==> src/rtl/burst_seq_pkg.sv <==
package burst_seq_pkg;

  localparam int unsigned BEAT_W = 2;

  typedef logic [BEAT_W-1:0] beat_t;

  typedef enum logic {
    ORD_LINEAR = 1'b0,
    ORD_XOR    = 1'b1
  } order_e;

  // Low bits for linear order: start plus beat, wrapping
  function automatic beat_t lin_offset(input beat_t start, input beat_t beat);
    return beat_t'(start + beat);
  endfunction

  // Low bits for interleaved order: start XOR beat
  function automatic beat_t xor_offset(input beat_t start, input beat_t beat);
    return start ^ beat;
  endfunction

  function automatic beat_t order_offset(input order_e ord, input beat_t start,
                                         input beat_t beat);
    return (ord == ORD_XOR) ? xor_offset(start, beat) : lin_offset(start, beat);
  endfunction

endpackage

==> src/rtl/burst_load_qual.sv <==
module burst_load_qual (
  input  logic proc_strobe,
  input  logic ctrl_strobe,
  input  logic prim_sel_n,
  output logic proc_load,
  output logic load
);
  // The processor strobe counts only while the primary select is active (low)
  assign proc_load = proc_strobe & ~prim_sel_n;
  assign load      = ctrl_strobe | proc_load;
endmodule

==> src/rtl/burst_beat_ctr.sv <==
module burst_beat_ctr
  import burst_seq_pkg::*;
(
  input  logic  clk,
  input  logic  rst_n,
  input  logic  load,
  input  logic  advance,
  output beat_t beat,
  output logic  step
);
  // A load takes priority over an advance in the same cycle
  assign step = advance & ~load;

  always_ff @(posedge clk) begin
    if (!rst_n)    beat <= '0;
    else if (load) beat <= '0;
    else if (step) beat <= beat_t'(beat + 1'b1);
  end
endmodule

==> src/rtl/burst_base_reg.sv <==
module burst_base_reg
  import burst_seq_pkg::*;
#(
  parameter int unsigned ADDR_W = 20
) (
  input  logic              clk,
  input  logic              rst_n,
  input  logic              load,
  input  logic [ADDR_W-1:0] ext_addr,
  input  logic              order_sel,
  output logic [ADDR_W-1:0] base,
  output order_e            ord_q
);
  // Holds the captured address and the order latched with it
  always_ff @(posedge clk) begin
    if (!rst_n) begin
      base  <= '0;
      ord_q <= ORD_LINEAR;
    end else if (load) begin
      base  <= ext_addr;
      ord_q <= order_e'(order_sel);
    end
  end
endmodule

==> src/rtl/burst_addr_seq.sv <==
module burst_addr_seq
  import burst_seq_pkg::*;
#(
  parameter int unsigned ADDR_W = 20
) (
  input  logic              clk,
  input  logic              rst_n,
  input  logic [ADDR_W-1:0] ext_addr,
  input  logic              proc_strobe,
  input  logic              ctrl_strobe,
  input  logic              prim_sel_n,
  input  logic              advance,
  input  logic              order_sel,
  output logic [ADDR_W-1:0] burst_addr
);
  localparam int unsigned UPPER_W = ADDR_W - BEAT_W;

  // Named internal events, visible to the bound checker
  logic              load;
  logic              proc_load;
  logic              step;
  beat_t             beat;
  logic [ADDR_W-1:0] base;
  order_e            ord_q;
  beat_t             start_lo;
  beat_t             lo_bits;

  burst_load_qual u_qual (
    .proc_strobe (proc_strobe),
    .ctrl_strobe (ctrl_strobe),
    .prim_sel_n  (prim_sel_n),
    .proc_load   (proc_load),
    .load        (load)
  );

  burst_beat_ctr u_ctr (
    .clk     (clk),
    .rst_n   (rst_n),
    .load    (load),
    .advance (advance),
    .beat    (beat),
    .step    (step)
  );

  burst_base_reg #(.ADDR_W(ADDR_W)) u_base (
    .clk       (clk),
    .rst_n     (rst_n),
    .load      (load),
    .ext_addr  (ext_addr),
    .order_sel (order_sel),
    .base      (base),
    .ord_q     (ord_q)
  );

  assign start_lo = base[BEAT_W-1:0];
  assign lo_bits  = order_offset(ord_q, start_lo, beat);

  if (UPPER_W > 0) begin : g_upper
    assign burst_addr = {base[ADDR_W-1:BEAT_W], lo_bits};
  end else begin : g_narrow
    assign burst_addr = lo_bits;
  end
endmodule

==> config.mk <==
export PLATFORM = sky130hd
export DESIGN_NAME = burst_addr_seq
export DESIGN_NICKNAME = d
export VERILOG_FILES = /design/src/rtl/burst_seq_pkg.sv /design/src/rtl/burst_load_qual.sv /design/src/rtl/burst_beat_ctr.sv /design/src/rtl/burst_base_reg.sv /design/src/rtl/burst_addr_seq.sv
export SDC_FILE = /design/constraint.sdc
export NUM_CORES = 1
export LEC_CHECK = 0
export BUFFER_PORTS_ARGS = -buffer_cell sky130_fd_sc_hd__buf_2
export CAP_MARGIN = 20
export CORE_MARGIN = 1.5
export CORE_UTILIZATION = 45
export DETAILED_ROUTE_END_ITERATION = 6
export GPL_TIMING_DRIVEN = 0
export PLACE_DENSITY = 0.76
export SLEW_MARGIN = 30
export SYNTH_ARGS = -nofsm -noshare
export SYNTH_HDL_FRONTEND = slang
export SYNTH_SLANG_ARGS = --single-unit
export TNS_END_PERCENT = 30
==> constraint.sdc <==
create_clock -name clk -period 2.05 [get_ports clk]
set_input_delay 0 -clock clk [delete_from_list [all_inputs] [get_ports clk]]
set_output_delay 0 -clock clk [all_outputs]
set_load 0.03 [all_outputs]
==> key figures, run 1 <==
Clocking
  – Reg clk slew, reported paths: about 0.14 ns
  – CTS root buffer: clkbuf_4
  – Clock Path Buffers: 2
  – Latest clock arrival within the worst-skew pair: 0.32 ns
  – Clk sink count: 23
  – Total CTS buffers: 3
  – CTS H-tree depth: 1
  – # resized after CTS: 0
  – CTS tree: yes

Layout
  – Most frequent cells in the layout: buf_2 (50), nand2_1 (43), dlygate4sd3_1 (25)
  – Fraction of layout cells with a size suffix above 1: 0.393
  – FF+latch area: about 460 um2
  – Fillers: between 150 and 200
  – Final Cell Area: roughly 1700 um2
  – Area growth, synth to finish: 48.6%
  – # diodes: 0
  – Area of the multi-input gates: about 460 um2
  – Fin cells: 224
  – # nets final: between 200 and 250
  – Most common cell after layout, fill and taps aside: buf_2

Power
  – Static Leak: approximately 0.00086 uW
  – Largest vdd supply drop: 433 uV
  – PwrDens: 598 nW/um2

Die
  – # IOs: 47
  – Die H: between 50 and 60 um
  – Core area: roughly 2300 um2
  – Initial Util: 0.488
  – Row cnt: 17
  – Die Area: about 2800 um2
  – Die X-Extent: around 53 um

GRT
  – GRT Util Overall: 0.195
  – Number of global-route vias before repair: about 1000
  – Initial antenna violation count: 0
  – First-pass GRT wire length: 3920 um
  – Grt total ovfl: 0
  – Pin count of the biggest net entering global routing: 15

Setup path
  – CP max stage cell: dfxtp_1
  – Cell breakdown of the critical path: ha_1 -> nor2b_1 -> xnor2_1 -> buf_2
  – CP Launch Type: register
  – CP Class: register to output port
  – CP peak stage delay: approximately 0.4 ns
  – CP Max Fanout: 3
  – CP arrival: 1.36 ns
  – Crit. End Element: output port
  – CP required: ~2.1 ns

Timing
  – Worst slew margin: 0.850
  – Worst slew pin tran: between 0.2 and 0.25 ns
  – Fin. Hold Viols: 0
  – TNS Setup: 0 ns
  – Max Freq: around 730 MHz
  – Worst Skew: between 0.004 and 0.005 ns
  – Final period utilization: 0.665
  – Period minus WS final: 1.36 ns
  – Setup Viol. Count Final: 0
  – RSZ-0062 raised after global routing: false
  – Number of max-slew violations in the final report: 0

Synthesis
  – Mapped Area: ~1100 um2
  – Syn avg cell area: 9.11 um2
  – Syn_nets: 150
  – Top cells by area, synth: dfxtp_1 (41%), mux2i_1 (19%), nand2_1 (15%)
  – Post-synth top area share: 0.414
  – Synth cell types: 13
  – Cell taking the most area after synthesis: dfxtp_1
  – Seq cells post-synth: 23
  – Post-synthesis sequential area ratio: 0.414
  – YS warnings: 0
  – Syn Inst Count: approximately 120

Place
  – IO Port Bufs: 45
  – Cell count after placement: around 200
  – GPL Wtd Cong: 0.628
  – Post-DP HPWL: ~1600 um
  – Placed cell area: 1370 um2

Routing
  – Remaining antenna violation count after routing: 0
  – Vias/cell: about 4.6
  – Post-Route WL: ~2400 um
  – First-pass DRT Iterations: 2
  – DRC viols: 0
  – DR WL/cell: ~11 um
  – Detailed Route Iter0 Violations: 8
  – Vias post-DR: 1020

Outcome
  – Outcome: finished clean

Hold path
  – HP Class: primary input to register

Flow run
  – Maxcap violations: 0
## path summary, 6_finish.rpt
path	cells past startpoint	endpoint	start	slack (ns)
worst max register to register	3	u_base.base[18]$_SDFFE_PN0P_	u_base.base[18]$_SDFFE_PN0P_	0.86
worst min register to register	2	u_base.base[16]$_SDFFE_PN0P_	u_base.base[16]$_SDFFE_PN0P_	0.47
worst max-delay path	4	burst_addr[1]	u_ctr.beat[0]$_SDFFE_PP0P_	0.69
worst min-delay path	3	u_ctr.beat[1]$_SDFFE_PP0P_	ctrl_strobe	0.05
## worst max-delay path, delay by kind of cell (launching register included)
family,cells,cell delay [ns]
DFF,1,0.40
adders and majority gates,1,0.15
and+or+nand+nor,1,0.16
xor gates and xnor gates,1,0.13
buffers and inverters,1,0.21
## repair_timing
| item | CTS | global route |
|---|---|---|
| hold buffers | 25 | 0 |
| setup buffers | 0 | 0 |
| hold endpoints to repair | 21 | 0 |
| endpoints found under the setup margin | 0 | 0 |
## per-stage QoR
step | total power [uW] | worst slack, ns | utilization | hold slack, ns
floorplan | 672 | 0.906 | - | 0.139
detailed placement | 736 | 1.05 | 0.603 | 0.251
CTS | 994 | 0.679 | 0.726 | 0.0368
global route | 1040 | 0.554 | 0.726 | 0.0384
finish | 987 | 0.687 | 0.726 | 0.0510
global placement | 730 | 1.08 | 0.603 | 0.244
## final cells by class
| type | count | area share |
|---|---|---|
| Tap cell | 28 | 0.0212 |
| Clock buffer | 3 | 0.0136 |
| Inverter | 1 | 0.00227 |
| Sequential cell | 23 | 0.279 |
| Timing Repair Buffer | 70 | 0.288 |
| Clock inverter | 1 | 0.00455 |
| Buffer | 25 | 0.115 |
| Multi-Input combinational cell | 73 | 0.277 |
## cells in the mapped netlist
library cell,n
and3_2,2
xor2_1,1
inv_1,1
mux2i_1,21
buf_4,18
a21oi_4,1
buf_2,5
nand2_1,43
xnor2_1,3
nor2b_1,1
dfxtp_1,23
buf_8,2
ha_1,1
## flip-flops by register name, summed over array words and instances (netlist names)
name / flops
u_base.base: 20
u_base.ord_q: 1
u_ctr.beat: 2
## cell families (layout without fill, tap and decap cells)
family / after synthesis / after routing / synth area share
AO/OA/AOI/OAI: 1 / 1 / 0.0146
multiplexers: 21 / 21 / 0.189
adder cells (fa/ha/maj): 1 / 1 / 0.0113
XOR/XNOR: 4 / 4 / 0.0315
flip-flops: 23 / 23 / 0.414
buffers and inverters: 26 / 100 / 0.175
AND/OR/NAND/NOR: 46 / 46 / 0.164
## metal layers
metal	GRT usage	wire [um]	up-vias
li1	-	-	519
met2	0.385	1280	31
met5	0	0	-
met4	0.103	42	0
met1	0.187	974	464
met3	0.0314	118	6
## power breakdown
group	leakage, uW	total [uW]	internal (uW)	switching (uW)
clock	0.0000139	221	74.5	147
sequential	0.000190	493	477	15.5
combinational	0.000653	273	138	135
total	0.000857	987	690	297
(Power assumes the default switching activity.)
==> run 2: changes to the inputs <==
clock period = 1.3 ns   (was 2.05 ns; I/O delays follow)
==> run 2 against run 1 <==
Compared with the run above:
- worst hold slack unchanged
- cell count increased by 0.45%
- worst setup slack got worse by 0.66 ns
- critical path depth unchanged
- count of clock-buffer cells in the layout unchanged
- wire length increased by 1.2%
==> key figures, run 2 (same netlist as run 1, synthesis figures left out) <==
Layout
  – Largest Register: u_base.base
  – Top flop regs: u_base.base x20, u_ctr.beat x2, u_base.ord_q x1
  – Most frequent cells in the layout: buf_2 (49), nand2_1 (43), dlygate4sd3_1 (25)
  – # diodes: 0 (unchanged)
  – Most common cell after layout, fill and taps aside: buf_2
  – # nets final: 226 (+0.44%)
  – Max reg flops: 20 (unchanged)
  – Fraction of layout cells with a size suffix above 1: 0.416 (+0.0234)
  – Area growth, synth to finish: 50.7%

GRT
  – Pin count of the biggest net entering global routing: 15 (unchanged)
  – First-pass GRT wire length: 3930 um (+0.36%)
  – Initial antenna violation count: 0 (unchanged)
  – Grt total ovfl: 0 (unchanged)
  – Number of global-route vias before repair: 1011 (+0.30%)
  – GRT Util Overall: 0.196 (+0.00119)

Power
  – Total Power: 1560 uW (+58%)
  – Largest vdd supply drop: 692 uV (+60%)
  – Clock power share: 0.223 (about the same)
  – PwrDens: 933 nW/um2 (+56%)
  – Switching power: 470 uW (+58%)
  – Comb pwr share: 0.279 (+0.002)
  – Static Leak: 0.000862 uW (+0.50%)
  – Share of power burned in registers: 0.498 (about the same)
  – Switching Share: 0.301 (about the same)
  – P_int: 1090 uW (+58%)

Routing
  – Max Used Layer: met4
  – DR WL/cell: 10.9 um (+0.75%)
  – Remaining antenna violation count after routing: 0 (unchanged)
  – DR WL met2: 1300 um (+1.6%)
  – Detailed Route Iter0 Violations: 7 (-1)
  – Metal3 WL: 117 um (-0.85%)
  – Vias/cell: 4.55 (-0.15%)
  – First-pass DRT Iterations: 2 (unchanged)
  – Post-Route WL: 2440 um (+1.2%)
  – DRC viols: 0 (unchanged)
  – Metal1 wirelength: 984 um (+1.0%)
  – Vias post-DR: 1023 (+0.29%)

Setup path
  – CP delay by family, top: flip-flops
  – Buffers and inverters on the worst path: 1 (unchanged)
  – CP peak stage delay: 0.35 ns (-0.05 ns)
  – Crit. End Element: output port
  – CP Max Fanout: 2 (-1)
  – CP Class: register to output port
  – CP arrival: 1.27 ns (-0.09 ns)
  – Cell breakdown of the critical path: ha_2 -> nor2b_4 -> xnor2_1 -> buf_4
  – CP required: 1.30 ns (-0.75 ns)
  – CP Launch Type: register
  – CP max stage cell: dfxtp_2

Clocking
  – Clock Path Buffers: 2 (unchanged)
  – CTS H-tree depth: 1 (unchanged)
  – Total CTS buffers: 3 (unchanged)
  – Latest clock arrival within the worst-skew pair: 0.32 ns (about the same)
  – Reg clk slew, reported paths: 0.14 ns (about the same)
  – CTS root buffer: clkbuf_4
  – CTS tree: yes
  – Clk sink count: 23 (unchanged)

Place
  – Dpl ws: 0.298 ns (-0.750 ns)
  – Post-DP HPWL: 1560 um (unchanged)
  – GPL Wtd Cong: 0.628 (unchanged)
  – IO Port Bufs: 45 (unchanged)

Timing
  – Fin. Hold Viols: 0 (unchanged)
  – TNS Setup: 0 ns (unchanged)
  – Worst slew pin tran: 0.224 ns (unchanged)
  – Worst Skew: 0.00481 ns (+0.000335 ns)
  – Final setup margin: 0.0252 ns (-0.662 ns)
  – Number of max-slew violations in the final report: 0 (unchanged)
  – Worst slew margin: 0.850 (unchanged)
  – Period minus WS final: roughly 1.3 ns
  – Final period utilization: 0.981
  – Max Freq: 784 MHz
  – Setup Viol. Count Final: 0 (unchanged)
  – Hold WS: 0.0510 ns (unchanged)
  – RSZ-0062 raised after global routing: true

Outcome
  – Outcome: finished clean

Die
  – Row cnt: 17 (unchanged)
  – Die H: 52.7 um (unchanged)
  – Die X-Extent: 52.7 um (unchanged)
  – # IOs: 47 (unchanged)
  – Initial Util: 0.488 (unchanged)
  – Core area: 2280 um2 (unchanged)
  – Die Area: 2780 um2 (unchanged)

Flow run
  – Maxcap violations: 0 (unchanged)

Hold path
  – HP Class: primary input to register
-- run 2: cell count changes in the layout (fill, tap and decap cells not counted), sizes merged --
| cell | delta |
|---|---|
| buf | +1 |
-- run 2: final cells by class --
| class | instances | area (um2) |
|---|---|---|
| sequential | 23 | 463 |
| multi-input combinational | 73 | 467 |
| inverter | 1 | 3.75 |
| timing repair buffer | 71 | 485 |
| fill | 180 | 602 |
| clock buffer | 3 | 22.5 |
| clock inverter | 1 | 7.51 |
| buffer | 25 | 190 |
| tap | 28 | 35.0 |
-- run 2: worst register-to-register path, stage by stage (launching register included) --
cell and delay (ns):
dfxtp_1 0.37, nand2_1 0.05, mux2i_1 0.14, dlygate4sd3_1 0.58
-- run 2: worst paths after layout --
kind | startpoint | end | slack (ns) | cells past startpoint
setup / recovery | u_base.base[0]$_SDFFE_PN0P_ | burst_addr[1] | 0.03 | 4
hold / removal | ctrl_strobe | u_ctr.beat[1]$_SDFFE_PP0P_ | 0.05 | 3
setup reg to reg | u_base.base[18]$_SDFFE_PN0P_ | u_base.base[18]$_SDFFE_PN0P_ | 0.11 | 3
hold reg to reg | u_base.base[16]$_SDFFE_PN0P_ | u_base.base[16]$_SDFFE_PN0P_ | 0.47 | 2
-- run 2: timing repair --
item                                    in CTS  in global routing
resized for setup                            2                  4
buffers inserted                             1                  0
endpoints found under the hold margin       21                  0
cloned                                       0                  0
endpoints found under the setup margin       1                  1
hold buffers                                25                  0
pin swaps                                    0                  1
-- run 2: power groups by stage --
stage          Sequential (uW)  Combinational (uW)  Clock (uW)
2_1_floorplan              787                 272           0
3_3_place_gp               791                 361           0
3_5_place_dp               793                 368           0
4_1_cts                    777                 433         361
5_1_grt                    784                 470         396
6_report                   779                 435         348
-- run 2: metal layers --
layer	vias up	track usage
met5	-	0
met4	0	0.103
met3	6	0.0314
met2	31	0.390
met1	464	0.187
li1	522	-
-- run 2: metrics by stage --
stage	area, um2	instances	utilization
floorplan	1110	122	-
global route	1670	225	0.736
finish	1670	225	0.736
detailed placement	1370	195	0.603
CTS	1660	225	0.731
global placement	1370	195	0.603
